==> src/rtl/stk_pkg.sv <==
package stk_pkg;

   typedef enum logic [3:0] {
      OP_NOP    = 4'd0,
      OP_PUSH_R = 4'd1,
      OP_POP_R  = 4'd2,
      OP_PUSH_F = 4'd3,
      OP_POP_F  = 4'd4,
      OP_CALL   = 4'd5,
      OP_RET    = 4'd6,
      OP_IRET   = 4'd7,
      OP_XCHG   = 4'd8,
      OP_LD_REL = 4'd9,
      OP_ST_REL = 4'd10
   } stk_op_e;

   typedef enum logic [1:0] {
      SP_HOLD,
      SP_DEC,
      SP_INC,
      SP_LOAD
   } sp_act_e;

   typedef enum logic [1:0] {
      ST_IDLE,
      ST_ISSUE,
      ST_DRAIN
   } stk_state_e;

   // memory accesses issued by an operation
   function automatic logic [1:0] op_accesses(stk_op_e op);
      case (op)
         OP_PUSH_R, OP_POP_R, OP_PUSH_F, OP_POP_F,
         OP_LD_REL, OP_ST_REL:          return 2'd1;
         OP_CALL, OP_RET, OP_IRET:      return 2'd2;
         default:                       return 2'd0;
      endcase
   endfunction

   // how many of those accesses are reads
   function automatic logic [1:0] op_reads(stk_op_e op);
      case (op)
         OP_POP_R, OP_POP_F, OP_LD_REL: return 2'd1;
         OP_RET, OP_IRET:               return 2'd2;
         default:                       return 2'd0;
      endcase
   endfunction

endpackage

==> src/rtl/stk_sp_reg.sv <==
module stk_sp_reg
   import stk_pkg::*;
#(
   parameter int ADDR_W = 16
) (
   input  logic              clk,
   input  logic              rst_n,
   input  sp_act_e           act,
   input  logic [ADDR_W-1:0] load_val,
   output logic [ADDR_W-1:0] sp_q
);

   localparam logic [ADDR_W-1:0] ONE = ADDR_W'(1);

   always_ff @(posedge clk) begin
      if (!rst_n) begin
         sp_q <= '0;
      end else begin
         case (act)
            SP_DEC:  sp_q <= sp_q - ONE;
            SP_INC:  sp_q <= sp_q + ONE;
            SP_LOAD: sp_q <= load_val;
            default: sp_q <= sp_q;
         endcase
      end
   end


   wrap_up_chk: assert property (@(posedge clk) disable iff (!rst_n)
      (act == SP_INC && sp_q == '1) |=> (sp_q == '0));

endmodule

==> src/rtl/stk_flag_reg.sv <==
module stk_flag_reg #(
   parameter int                DATA_W  = 8,
   parameter int                IE_BIT  = 4,
   parameter logic [DATA_W-1:0] RST_VAL = '0
) (
   input  logic              clk,
   input  logic              rst_n,
   input  logic              load,
   input  logic [DATA_W-1:0] load_val,
   input  logic              set_ie,
   output logic [DATA_W-1:0] flags_q
);

   always_ff @(posedge clk) begin
      if (!rst_n) begin
         flags_q <= RST_VAL;
      end else if (load) begin
         flags_q <= load_val;
      end else if (set_ie) begin
         flags_q[IE_BIT] <= 1'b1;
      end
   end

endmodule

==> src/rtl/stk_rd_pipe.sv <==
module stk_rd_pipe #(
   parameter int RD_LAT = 1
) (
   input  logic clk,
   input  logic rst_n,
   input  logic issue,
   output logic ret_vld
);

   generate
      if (RD_LAT == 1) begin : g_single
         logic vld_q;
         always_ff @(posedge clk) begin
            if (!rst_n) vld_q <= 1'b0;
            else        vld_q <= issue;
         end
         assign ret_vld = vld_q;
      end else begin : g_shift
         logic [RD_LAT-1:0] sh_q;
         always_ff @(posedge clk) begin
            if (!rst_n) sh_q <= '0;
            else        sh_q <= {sh_q[RD_LAT-2:0], issue};
         end
         assign ret_vld = sh_q[RD_LAT-1];
      end
   endgenerate

endmodule

==> src/rtl/stk_unit.sv <==
module stk_unit
   import stk_pkg::*;
#(
   parameter int DATA_W = 8,
   parameter int ADDR_W = 16,
   parameter int IE_BIT = 4,
   parameter int RD_LAT = 1
) (
   input  logic              clk,
   input  logic              rst_n,
   input  logic              cmd_valid,
   input  logic [3:0]        cmd_op,
   input  logic [DATA_W-1:0] cmd_reg,
   input  logic [DATA_W-1:0] cmd_imm,
   input  logic [ADDR_W-1:0] cmd_ret,
   output logic              busy,
   output logic              done,
   output logic [DATA_W-1:0] reg_out,
   output logic              reg_we,
   output logic [ADDR_W-1:0] pc_out,
   output logic              pc_we,
   output logic [DATA_W-1:0] flags_out,
   output logic [ADDR_W-1:0] sp_out,
   output logic [ADDR_W-1:0] mem_addr,
   output logic [DATA_W-1:0] mem_wdata,
   output logic              mem_we,
   output logic              mem_re,
   input  logic [DATA_W-1:0] mem_rdata
);

   localparam logic [DATA_W-1:0] FLAG_RST = DATA_W'(1) << IE_BIT;
   localparam logic [ADDR_W-1:0] ONE_A    = ADDR_W'(1);

   generate
      if (ADDR_W != 2 * DATA_W) begin : g_bad_width
         $error("stk_unit: ADDR_W must be twice DATA_W");
      end
      if (IE_BIT < 0 || IE_BIT >= DATA_W) begin : g_bad_ie
         $error("stk_unit: IE_BIT outside the flag byte");
      end
      if (RD_LAT < 1 || RD_LAT > 8) begin : g_bad_lat
         $error("stk_unit: RD_LAT must lie in 1..8");
      end
   endgenerate

   stk_state_e        state_q;
   stk_op_e           op_q;
   logic [DATA_W-1:0] reg_q;
   logic [DATA_W-1:0] imm_q;
   logic [ADDR_W-1:0] ret_q;
   logic [1:0]        step_q;
   logic [1:0]        rcv_q;
   logic [DATA_W-1:0] hi_q;

   logic [ADDR_W-1:0] sp_q;
   logic [ADDR_W-1:0] sp_m1;
   logic [DATA_W-1:0] flags_q;
   sp_act_e           sp_act;
   logic [ADDR_W-1:0] sp_load;

   logic [1:0] nacc;
   logic [1:0] nrd;
   logic       wr_op;
   logic       rd_op;
   logic       moves_sp;
   logic       issue_go;
   logic       last_issue;
   logic       rd_ret;
   logic       final_rd;
   logic       complete;
   logic       accept;

   logic              done_q;
   logic              reg_we_q;
   logic              pc_we_q;
   logic [DATA_W-1:0] reg_out_q;
   logic [ADDR_W-1:0] pc_out_q;

   assign nacc       = op_accesses(op_q);
   assign nrd        = op_reads(op_q);
   assign sp_m1      = sp_q - ONE_A;
   assign accept     = (state_q == ST_IDLE) && cmd_valid;
   assign issue_go   = (state_q == ST_ISSUE) && (step_q < nacc);
   assign last_issue = issue_go && (step_q == nacc - 2'd1);
   assign final_rd   = rd_ret && (rcv_q == nrd - 2'd1);
   assign complete   = ((state_q == ST_ISSUE) && (nrd == 2'd0) &&
                        ((nacc == 2'd0) || last_issue)) || final_rd;

   // address, data and access kind of the current step
   always_comb begin
      mem_addr  = sp_q;
      mem_wdata = reg_q;
      wr_op     = 1'b0;
      rd_op     = 1'b0;
      moves_sp  = 1'b1;
      case (op_q)
         OP_PUSH_R: begin
            mem_addr = sp_m1;
            wr_op    = 1'b1;
         end
         OP_PUSH_F: begin
            mem_addr  = sp_m1;
            mem_wdata = flags_q;
            wr_op     = 1'b1;
         end
         OP_CALL: begin
            mem_addr  = sp_m1;
            mem_wdata = (step_q == 2'd0) ? ret_q[DATA_W-1:0]
                                         : ret_q[ADDR_W-1:DATA_W];
            wr_op     = 1'b1;
         end
         OP_POP_R, OP_POP_F, OP_RET, OP_IRET: begin
            rd_op = 1'b1;
         end
         OP_LD_REL: begin
            mem_addr = sp_q + ADDR_W'(imm_q);
            rd_op    = 1'b1;
            moves_sp = 1'b0;
         end
         OP_ST_REL: begin
            mem_addr = sp_q + ADDR_W'(imm_q);
            wr_op    = 1'b1;
            moves_sp = 1'b0;
         end
         default: begin
            moves_sp = 1'b0;
         end
      endcase
   end

   assign mem_we = issue_go && wr_op;
   assign mem_re = issue_go && rd_op;

   always_comb begin
      sp_act  = SP_HOLD;
      sp_load = {reg_q, {DATA_W{1'b0}}};
      if (issue_go && moves_sp && wr_op) begin
         sp_act = SP_DEC;
      end else if (issue_go && moves_sp && rd_op) begin
         sp_act = SP_INC;
      end else if ((state_q == ST_ISSUE) && (op_q == OP_XCHG)) begin
         sp_act = SP_LOAD;
      end
   end

   stk_sp_reg #(.ADDR_W(ADDR_W)) u_sp (
      .clk      (clk),
      .rst_n    (rst_n),
      .act      (sp_act),
      .load_val (sp_load),
      .sp_q     (sp_q)
   );

   stk_flag_reg #(
      .DATA_W  (DATA_W),
      .IE_BIT  (IE_BIT),
      .RST_VAL (FLAG_RST)
   ) u_flags (
      .clk      (clk),
      .rst_n    (rst_n),
      .load     (final_rd && (op_q == OP_POP_F)),
      .load_val (mem_rdata),
      .set_ie   (final_rd && (op_q == OP_IRET)),
      .flags_q  (flags_q)
   );

   stk_rd_pipe #(.RD_LAT(RD_LAT)) u_rdp (
      .clk     (clk),
      .rst_n   (rst_n),
      .issue   (mem_re),
      .ret_vld (rd_ret)
   );

   // sequencer
   always_ff @(posedge clk) begin
      if (!rst_n) begin
         state_q <= ST_IDLE;
         op_q    <= OP_NOP;
         reg_q   <= '0;
         imm_q   <= '0;
         ret_q   <= '0;
         step_q  <= '0;
         rcv_q   <= '0;
         hi_q    <= '0;
      end else begin
         if (accept) begin
            op_q   <= stk_op_e'(cmd_op);
            reg_q  <= cmd_reg;
            imm_q  <= cmd_imm;
            ret_q  <= cmd_ret;
            step_q <= '0;
            rcv_q  <= '0;
         end else begin
            if (issue_go) step_q <= step_q + 2'd1;
            if (rd_ret)   rcv_q  <= rcv_q + 2'd1;
         end
         if (rd_ret && (rcv_q == 2'd0)) hi_q <= mem_rdata;
         case (state_q)
            ST_IDLE:  if (accept) state_q <= ST_ISSUE;
            ST_ISSUE: begin
               if (complete)        state_q <= ST_IDLE;
               else if (last_issue) state_q <= ST_DRAIN;
            end
            ST_DRAIN: if (final_rd) state_q <= ST_IDLE;
            default:  state_q <= ST_IDLE;
         endcase
      end
   end

   // result strobes
   always_ff @(posedge clk) begin
      if (!rst_n) begin
         done_q    <= 1'b0;
         reg_we_q  <= 1'b0;
         pc_we_q   <= 1'b0;
         reg_out_q <= '0;
         pc_out_q  <= '0;
      end else begin
         done_q   <= complete;
         reg_we_q <= complete && ((op_q == OP_POP_R) || (op_q == OP_LD_REL) ||
                                  (op_q == OP_XCHG));
         pc_we_q  <= complete && ((op_q == OP_RET) || (op_q == OP_IRET));
         if (complete) begin
            reg_out_q <= (op_q == OP_XCHG) ? sp_q[ADDR_W-1:DATA_W] : mem_rdata;
            pc_out_q  <= {hi_q, mem_rdata};
         end
      end
   end

   assign busy      = (state_q != ST_IDLE);
   assign done      = done_q;
   assign reg_we    = reg_we_q;
   assign pc_we     = pc_we_q;
   assign reg_out   = reg_out_q;
   assign pc_out    = pc_out_q;
   assign flags_out = flags_q;
   assign sp_out    = sp_q;


   done_gap_chk: assert property (@(posedge clk) disable iff (!rst_n)
      done_q |=> !done_q);


   done_idle_chk: assert property (@(posedge clk) disable iff (!rst_n)
      done_q |-> !busy);


   call_desc_chk: assert property (@(posedge clk) disable iff (!rst_n)
      (mem_we && (op_q == OP_CALL) && (step_q == 2'd1)) |->
      (mem_addr == $past(mem_addr) - ONE_A));


   rel_sp_chk: assert property (@(posedge clk) disable iff (!rst_n)
      ((state_q == ST_ISSUE) && ((op_q == OP_LD_REL) || (op_q == OP_ST_REL)))
      |=> $stable(sp_q));


   iret_ie_chk: assert property (@(posedge clk) disable iff (!rst_n)
      (done_q && (op_q == OP_IRET)) |-> flags_q[IE_BIT]);

endmodule

==> config.mk <==
export PLATFORM = sky130hd
export DESIGN_NAME = stk_unit
export DESIGN_NICKNAME = d
export VERILOG_FILES = /design/src/rtl/stk_pkg.sv /design/src/rtl/stk_sp_reg.sv /design/src/rtl/stk_flag_reg.sv /design/src/rtl/stk_rd_pipe.sv /design/src/rtl/stk_unit.sv
export SDC_FILE = /design/constraint.sdc
export NUM_CORES = 1
export LEC_CHECK = 0
export CAP_MARGIN = 20
export CORE_MARGIN = 2
export CORE_UTILIZATION = 38
export DETAILED_ROUTE_END_ITERATION = 10
export PLACE_DENSITY = 0.72
export SLEW_MARGIN = 20
export SYNTH_ARGS = -nofsm -noshare
export SYNTH_HDL_FRONTEND = slang
export SYNTH_SLANG_ARGS = --single-unit
==> constraint.sdc <==
create_clock -name clk -period 4.2 [get_ports clk]
set_clock_uncertainty 0.05 [all_clocks]
set_input_delay 0.84 -clock clk [delete_from_list [all_inputs] [get_ports clk]]
set_output_delay 0.84 -clock clk [all_outputs]
set_load 0.02 [all_outputs]
# Word level (Yosys, flattened, before mapping)
# Memory sizes are Yosys's and may differ from the RTL's. A register that Yosys moved wholly into a read port is not among the register bits.
# Index checks and enable logic that the tools add are counted.
dict set report classes {
  n_addsub 7
  n_lt_le_gt_ge 1
  n_mul 0
  n_bitwise 1
  n_div 0
  n_shift 0
  muxes 21
  eq_ne 20
  n_reduce_logical 39
}
# op n
set ops {}
lappend ops {{one-hot mux 16 bit (3 select lines)} 1}
lappend ops {{one-hot mux 16 bit (2 select lines)} 1}
lappend ops {{logical AND 1 bit} 17}
lappend ops {{adder 16 x 1 -> 16 bit (second input constant)} 1}
lappend ops {{adder 16 x 8 -> 16 bit} 1}
lappend ops {{equality test 4 x 3 -> 1 bit (second input constant)} 4}
lappend ops {{2-to-1 mux 8 bit} 2}
lappend ops {{one-hot mux 8 bit (2 select lines)} 1}
lappend ops {{subtractor 16 x 1 -> 16 bit (second input constant)} 1}
lappend ops {{2-to-1 mux 2 bit} 7}
lappend ops {{equality test 4 bit (second input constant)} 3}
lappend ops {{zero test 2 bit} 5}
lappend ops {{equality test 4 x 2 -> 1 bit (second input constant)} 2}
lappend ops {{2-to-1 mux 4 bit} 2}
lappend ops {{OR reduction 7 bit} 1}
lappend ops {{equality test 2 bit (second input constant)} 3}
lappend ops {{one-hot mux 2 bit (3 select lines)} 1}
lappend ops {{OR reduction 2 bit} 3}
lappend ops {{OR reduction 3 bit} 2}
lappend ops {{logical OR 1 bit} 5}
lappend ops {{2-to-1 mux 1 bit} 5}
lappend ops {{OR reduction 5 bit} 1}
lappend ops {{adder 2 x 1 -> 2 bit (second input constant)} 2}
lappend ops {{equality test 2 x 1 -> 1 bit (second input constant)} 2}
lappend ops {{12 further kinds} 16}
dict set report word_totals {
  elab_cells 107
  mem_count 1
  register_bits 102
  romBits 32
  latchBits 0
  out_inout_bits 78
  inputBits 47
  mem_bits_rw 0
}
# name depth word_bits rd rd_clocked_by_memory_dff write_ports line
set mem_list {}
lappend mem_list {{(name not given)} 16 2 1 1 0 stk_pkg.sv:32} ;# case (op)

# Longest topological paths before layout
dict set report depth {
  depth_word 9
  ltp_mapped 11
  mapped_depth_nobuf 9
}

# Hierarchy
# A second synthesis with hierarchy kept.
dict set report unflattened {
  cells_unflattened 749
  area_unflattened_um2 6394.9
}
# module instances cells_each seq_area_each_um2 area_each_um2
set by_module_without_submodules {}
lappend by_module_without_submodules {stk_unit 1 537 1581.5 4605.7}
lappend by_module_without_submodules {stk_sp_reg 1 184 320.3 1461.4}
lappend by_module_without_submodules {stk_flag_reg 1 26 160.2 301.5}
lappend by_module_without_submodules {stk_rd_pipe 1 2 20.0 26.3}

# Worst setup path before layout
# OpenSTA, ideal clock, no wires.
dict set report synth_path {
  path_type {reg2out}
  start {register u_sp.sp_q[1]}
  end {output mem_addr[12]}
  path_buffers 1
  t_arrival_ns 2.629
  path_slack_ns 0.681
  required_ns 3.310
  path_stages_with_launch 10
  path_cell_list {dfxtp_1 > clkbuf_1 > inv_1 > fa_1 > nor2b_1 > o21ai_0 > a21boi_0 > o211ai_1 > o32ai_1 > xor2_1}
}
dict set report synth_between {
  elab_chain_cells 2
  word_cells_on_any_way 3
  classes_between {add/sub: 2; mux: 1}
}
# element line
set synth_lines {}
lappend synth_lines {{from (decl)} stk_sp_reg.sv:10} ;# output logic [ADDR_W-1:0] sp_q
lappend synth_lines {{from (signal assigned)} stk_sp_reg.sv:20} ;# SP_DEC: sp_q <= sp_q - ONE;
lappend synth_lines {{from (signal assigned)} stk_sp_reg.sv:21} ;# SP_INC: sp_q <= sp_q + ONE;
lappend synth_lines {{from (signal assigned)} stk_sp_reg.sv:22} ;# SP_LOAD: sp_q <= load_val;
lappend synth_lines {{adder 16 x 8 -> 16 bit or subtractor 16 x 1 -> 16 bit (tied branches)} {stk_unit.sv:116, stk_unit.sv:121, stk_unit.sv:81}}
lappend synth_lines {{one-hot mux 16 bit (2 select lines) (*)} stk_unit.sv:96} ;# case (op_q)
lappend synth_lines {{to (decl)} stk_unit.sv:24} ;# output logic [ADDR_W-1:0] mem_addr,
# Every way passes the cells marked *; elsewhere a longest branch is shown, timed or not.

# Worst setup path in the final report
dict set report layout_path {
  start {register u_sp.sp_q[9]}
  end {output mem_addr[15]}
}
# Same word-level chain as after synthesis.

==> out/qor.yml <==
floorplan:
  die_w_um: 128.3
  placementRows: 45
  die_height_um: 128.3
  core_area_um2: 15150
  start_util_pct: 38.76
  pin_count: 125
  die_footprint_um2: 16460
synthesis:
  postSynth.asyncResetShare_pct: 0
  synth_area_per_cell_um2: 7.786
  synthAdderAreaFrac_pct: 3.964
  syn_nets: 819
  xor_xnor_share_of_the_synthesized_area_pct: 3.879
  postSynth.topFlopCell: "dfxtp_1"
  yosys_register_bits: 104
  largest_family_of_logic_cells_by_synthesized_area: "simple AND/OR/NAND/NOR gates"
  synth-edff-count: 0
  syn-cell-area_um2: 5871
  synth.yosys.warnings: 0
  yosys-mux-area-fraction_pct: 5.136
  post_synthesis_compound_gate_area_fraction_pct: 21.78
  count_of_distinct_cell_types_in_the_synthesized_netlist: 74
  post_synth_and_or_nand_nor_area_fraction_pct: 23.81
  postSynthCellCount: 754
  yosysSeqAreaShare_pct: 35.46
cts:
  post-cts-setup-buffer-count: 0
  cts_inserted_buffers: 9
  cts-hold-fix-buffers: 0
  tritoncts: "built"
  clkTransAtPathRegs_ns: 0.08
  clkSinkCount: 104
  htreeDepth: 3
  ctsRootBufferMaster: "clkbuf_16"
  clockBufferDepth: 2
  clk_latency_ns: 0.36
finish:
  finish.instance_area_um2: 7569
  final_nets: 917
  syn_to_final_growth_pct: 28.92
  diodes: 0
  finalNonFillerCells: 1045
  filler_cell_count: 1463
  post_route_cells_drive_above_1_share_pct: 7.935
timing:
  rsz0062_at_grt: "yes"
  layout_worst_path_cycle_share_pct: 96.34
  slew_headroom_pct: 50.90
  setup_viol: 0
  drv_slew: 0
  worstMarginPinSlew_ns: 0.7365
  fmax_ghz: 0.2471
  number_of_hold_slack_violations_in_the_final_timing_report: 0
  whs_ns: 0.4055
  post-route-min-period_ns: 4.046
routing:
  post_drt_via_cell_ratio: 5.503
  drtPass1Iterations: 5
  routed-via-count: 5751
  routed-wl-met3_um: 1381
  wirelength_met1_um: 8771
  dr.max_layer_used: "met4"
  detail_route.iter0.violations: 578
  drt_wl_total_um: 18220
  routed-wl-met2_um: 7861
  drt.antenna.violating_nets: 0
  post-route-drc-count: 0
  routedWlPerCell_um: 17.44
global_routing:
  via_count_of_the_first_global_routing_pass: 5225
  grt_pass1_wl_um: 28640
  grt_util_all_layers_pct: 22.35
  global_route.overflow_total: 0
  antenna_found_initial: 0
  grt_start_max_net_pins: 56
hold_path:
  holdCritPathClass: "flip-flop to flip-flop"
placed_design:
  gp_congestion: 0.9133
  postPlaceCellArea_um2: 7263
  dpl.cell_count: 1029
  detailed_placer_s_ending_hpwl_um: 13190
  port-buffer-count: 124
setup_path:
  reg2reg_setup_slack_ns: 0.94
  setup.worst_path.end_class: "output pin"
  timing.critical_path.arrival_ns: 3.16
  r2r_end: "u_flags.flags_q[0]"
  reg2reg_from: "op_q[0]"
  worstSetupEndpoint: "mem_addr[15]"
  crit_path_start: "u_sp.sp_q[9]"
  worstSetupPathType: "flip-flop to output pin"
  critical_path.max_fanout: 12
  cp.required_ns: 3.31
  reg2regPathDepth: 9
  critical_path.startpoint_type: "flip-flop"
run:
  maxCapViolCount: 0
power_and_ir_drop:
  p_per_area_nw_per_um2: 378.7
  ir_worst_vdd_uv: 244.8
  pleak_nw: 2.828
outcome:
  run_status: "finished clean"
==> kinds of logic after synthesis <==
logic type / after synthesis
flip-flops: 104
AND/OR/NAND/NOR: 301
AO/OA/AOI/OAI: 194
buffers and inverters: 81
multiplexers: 30
XOR/XNOR: 26
adder cells (fa/ha/maj): 18
==> cell usage in the layout (no fill, tap or decap), drive strengths merged, types with 5 or more instances in the layout <==
| cell type | instances |
|---|---|
| ha | 17 |
| nor2 | 68 |
| nor3 | 19 |
| nand2b | 5 |
| a31oi | 6 |
| or3 | 5 |
| o22ai | 7 |
| nand2 | 132 |
| xnor2 | 11 |
| inv | 24 |
| clkbuf | 11 |
| a221oi | 7 |
| o21ai | 45 |
| clkdlybuf4s50 | 124 |
| a21oi | 64 |
| nand3 | 36 |
| dfxtp | 104 |
| buf | 22 |
| xor2 | 15 |
| a211oi | 14 |
| nor2b | 5 |
| a22oi | 5 |
| a221o | 11 |
| mux2i | 29 |
==> cells in the mapped netlist (all sizes together), types with 7 or more instances <==
master | count | share of area, %
a21oi | 64 | 5.6
clkbuf | 37 | 2.4
nand3 | 36 | 3.1
buf | 22 | 2.2
nor3 | 19 | 2.0
a221oi | 7 | 1.0
xnor2 | 11 | 1.6
nor2 | 68 | 4.4
o22ai | 7 | 0.85
a221o | 11 | 1.9
o21ai | 45 | 3.8
ha | 17 | 3.6
mux2i | 29 | 4.9
nand2 | 132 | 8.4
xor2 | 15 | 2.2
dfxtp | 104 | 35
a211oi | 14 | 1.9
inv | 22 | 1.4
==> through the flow <==
stage | setup TNS (ns) | setup slack [ns] | utilization [%] | total power [W]
5_1_grt | -0.03040 | -0.02005 | 49.97 | 0.003001
3_5_place_dp | 0 | 0.3621 | 47.96 | 0.002037
3_3_place_gp | 0 | 0.4401 | 47.96 | 0.002031
4_1_cts | 0 | 0.02551 | 49.88 | 0.002871
2_1_floorplan | 0 | 0.6807 | - | 0.001707
6_report | 0 | 0.1538 | 49.97 | 0.002866
==> report_power, final <==
| part | internal, W | total, W | switching [W] |
|---|---|---|---|
| clock network | 0.000438 | 0.000836 | 0.000398 |
| registers | 0.00105 | 0.00113 | 0.0000749 |
| logic | 0.000397 | 0.000904 | 0.000507 |
| total | 0.00189 | 0.00287 | 0.000979 |
==> critical path, cell delays in order, from the launching register on <==
cell,delay (ns)
dfxtp_1,0.48
or4_4,0.63
nor3_2,0.24
nor3b_4,0.33
a21oi_2,0.10
mux2_2,0.28
o22ai_1,0.12
clkdlybuf4s50_1,0.62
==> state kept, by name (all words and copies together), names as in the netlist <==
register         count
ret_q               16
done                 1
u_rdp.ret_vld        1
hi_q                 8
pc_out              16
u_sp.sp_q           16
imm_q                8
reg_we               1
pc_we                1
reg_q                8
nacc                 2
op_q                 4
reg_out              8
rcv_q                2
u_flags.flags_q      8
state_q              2
step_q               2
==> metal layers <==
layer,vias up,GRT usage (%)
li1,2851,-
met1,2678,32.74
met2,206,33.10
met3,16,5.092
met4,0,5.430
met5,-,0
==> cell type report <==
| cell class | instances | area (µm²) | share of cell area [%] |
|---|---|---|---|
| clock buffers | 11 | 252.7 | 3.339 |
| clock inverters | 5 | 37.54 | 0.4959 |
| inverters | 22 | 82.58 | 1.091 |
| multi-input cells | 569 | 3470 | 45.84 |
| flip-flops and latches | 104 | 2085 | 27.54 |
| well taps | 188 | 235.2 | 3.108 |
| repair buffers | 146 | 1406 | 18.58 |
==> worst min path at each step <==
stage / from / end / slack [ns] / cells after the start
after floorplan: ret_q[10] / ret_q[10] / 0.39 / 2
after global placement: ret_q[9] / ret_q[9] / 0.39 / 2
after detailed placement: ret_q[8] / ret_q[8] / 0.40 / 2
after CTS: ret_q[8] / ret_q[8] / 0.41 / 2
after global routing: ret_q[7] / ret_q[7] / 0.42 / 2
final: ret_q[1] / ret_q[1] / 0.41 / 2
==> repair_timing <==
item,in CTS,in global routing
gates resized for setup,1,6
pin swaps,0,1
setup endpoints to repair,2,9
Power figures use the tool's default switching activity.
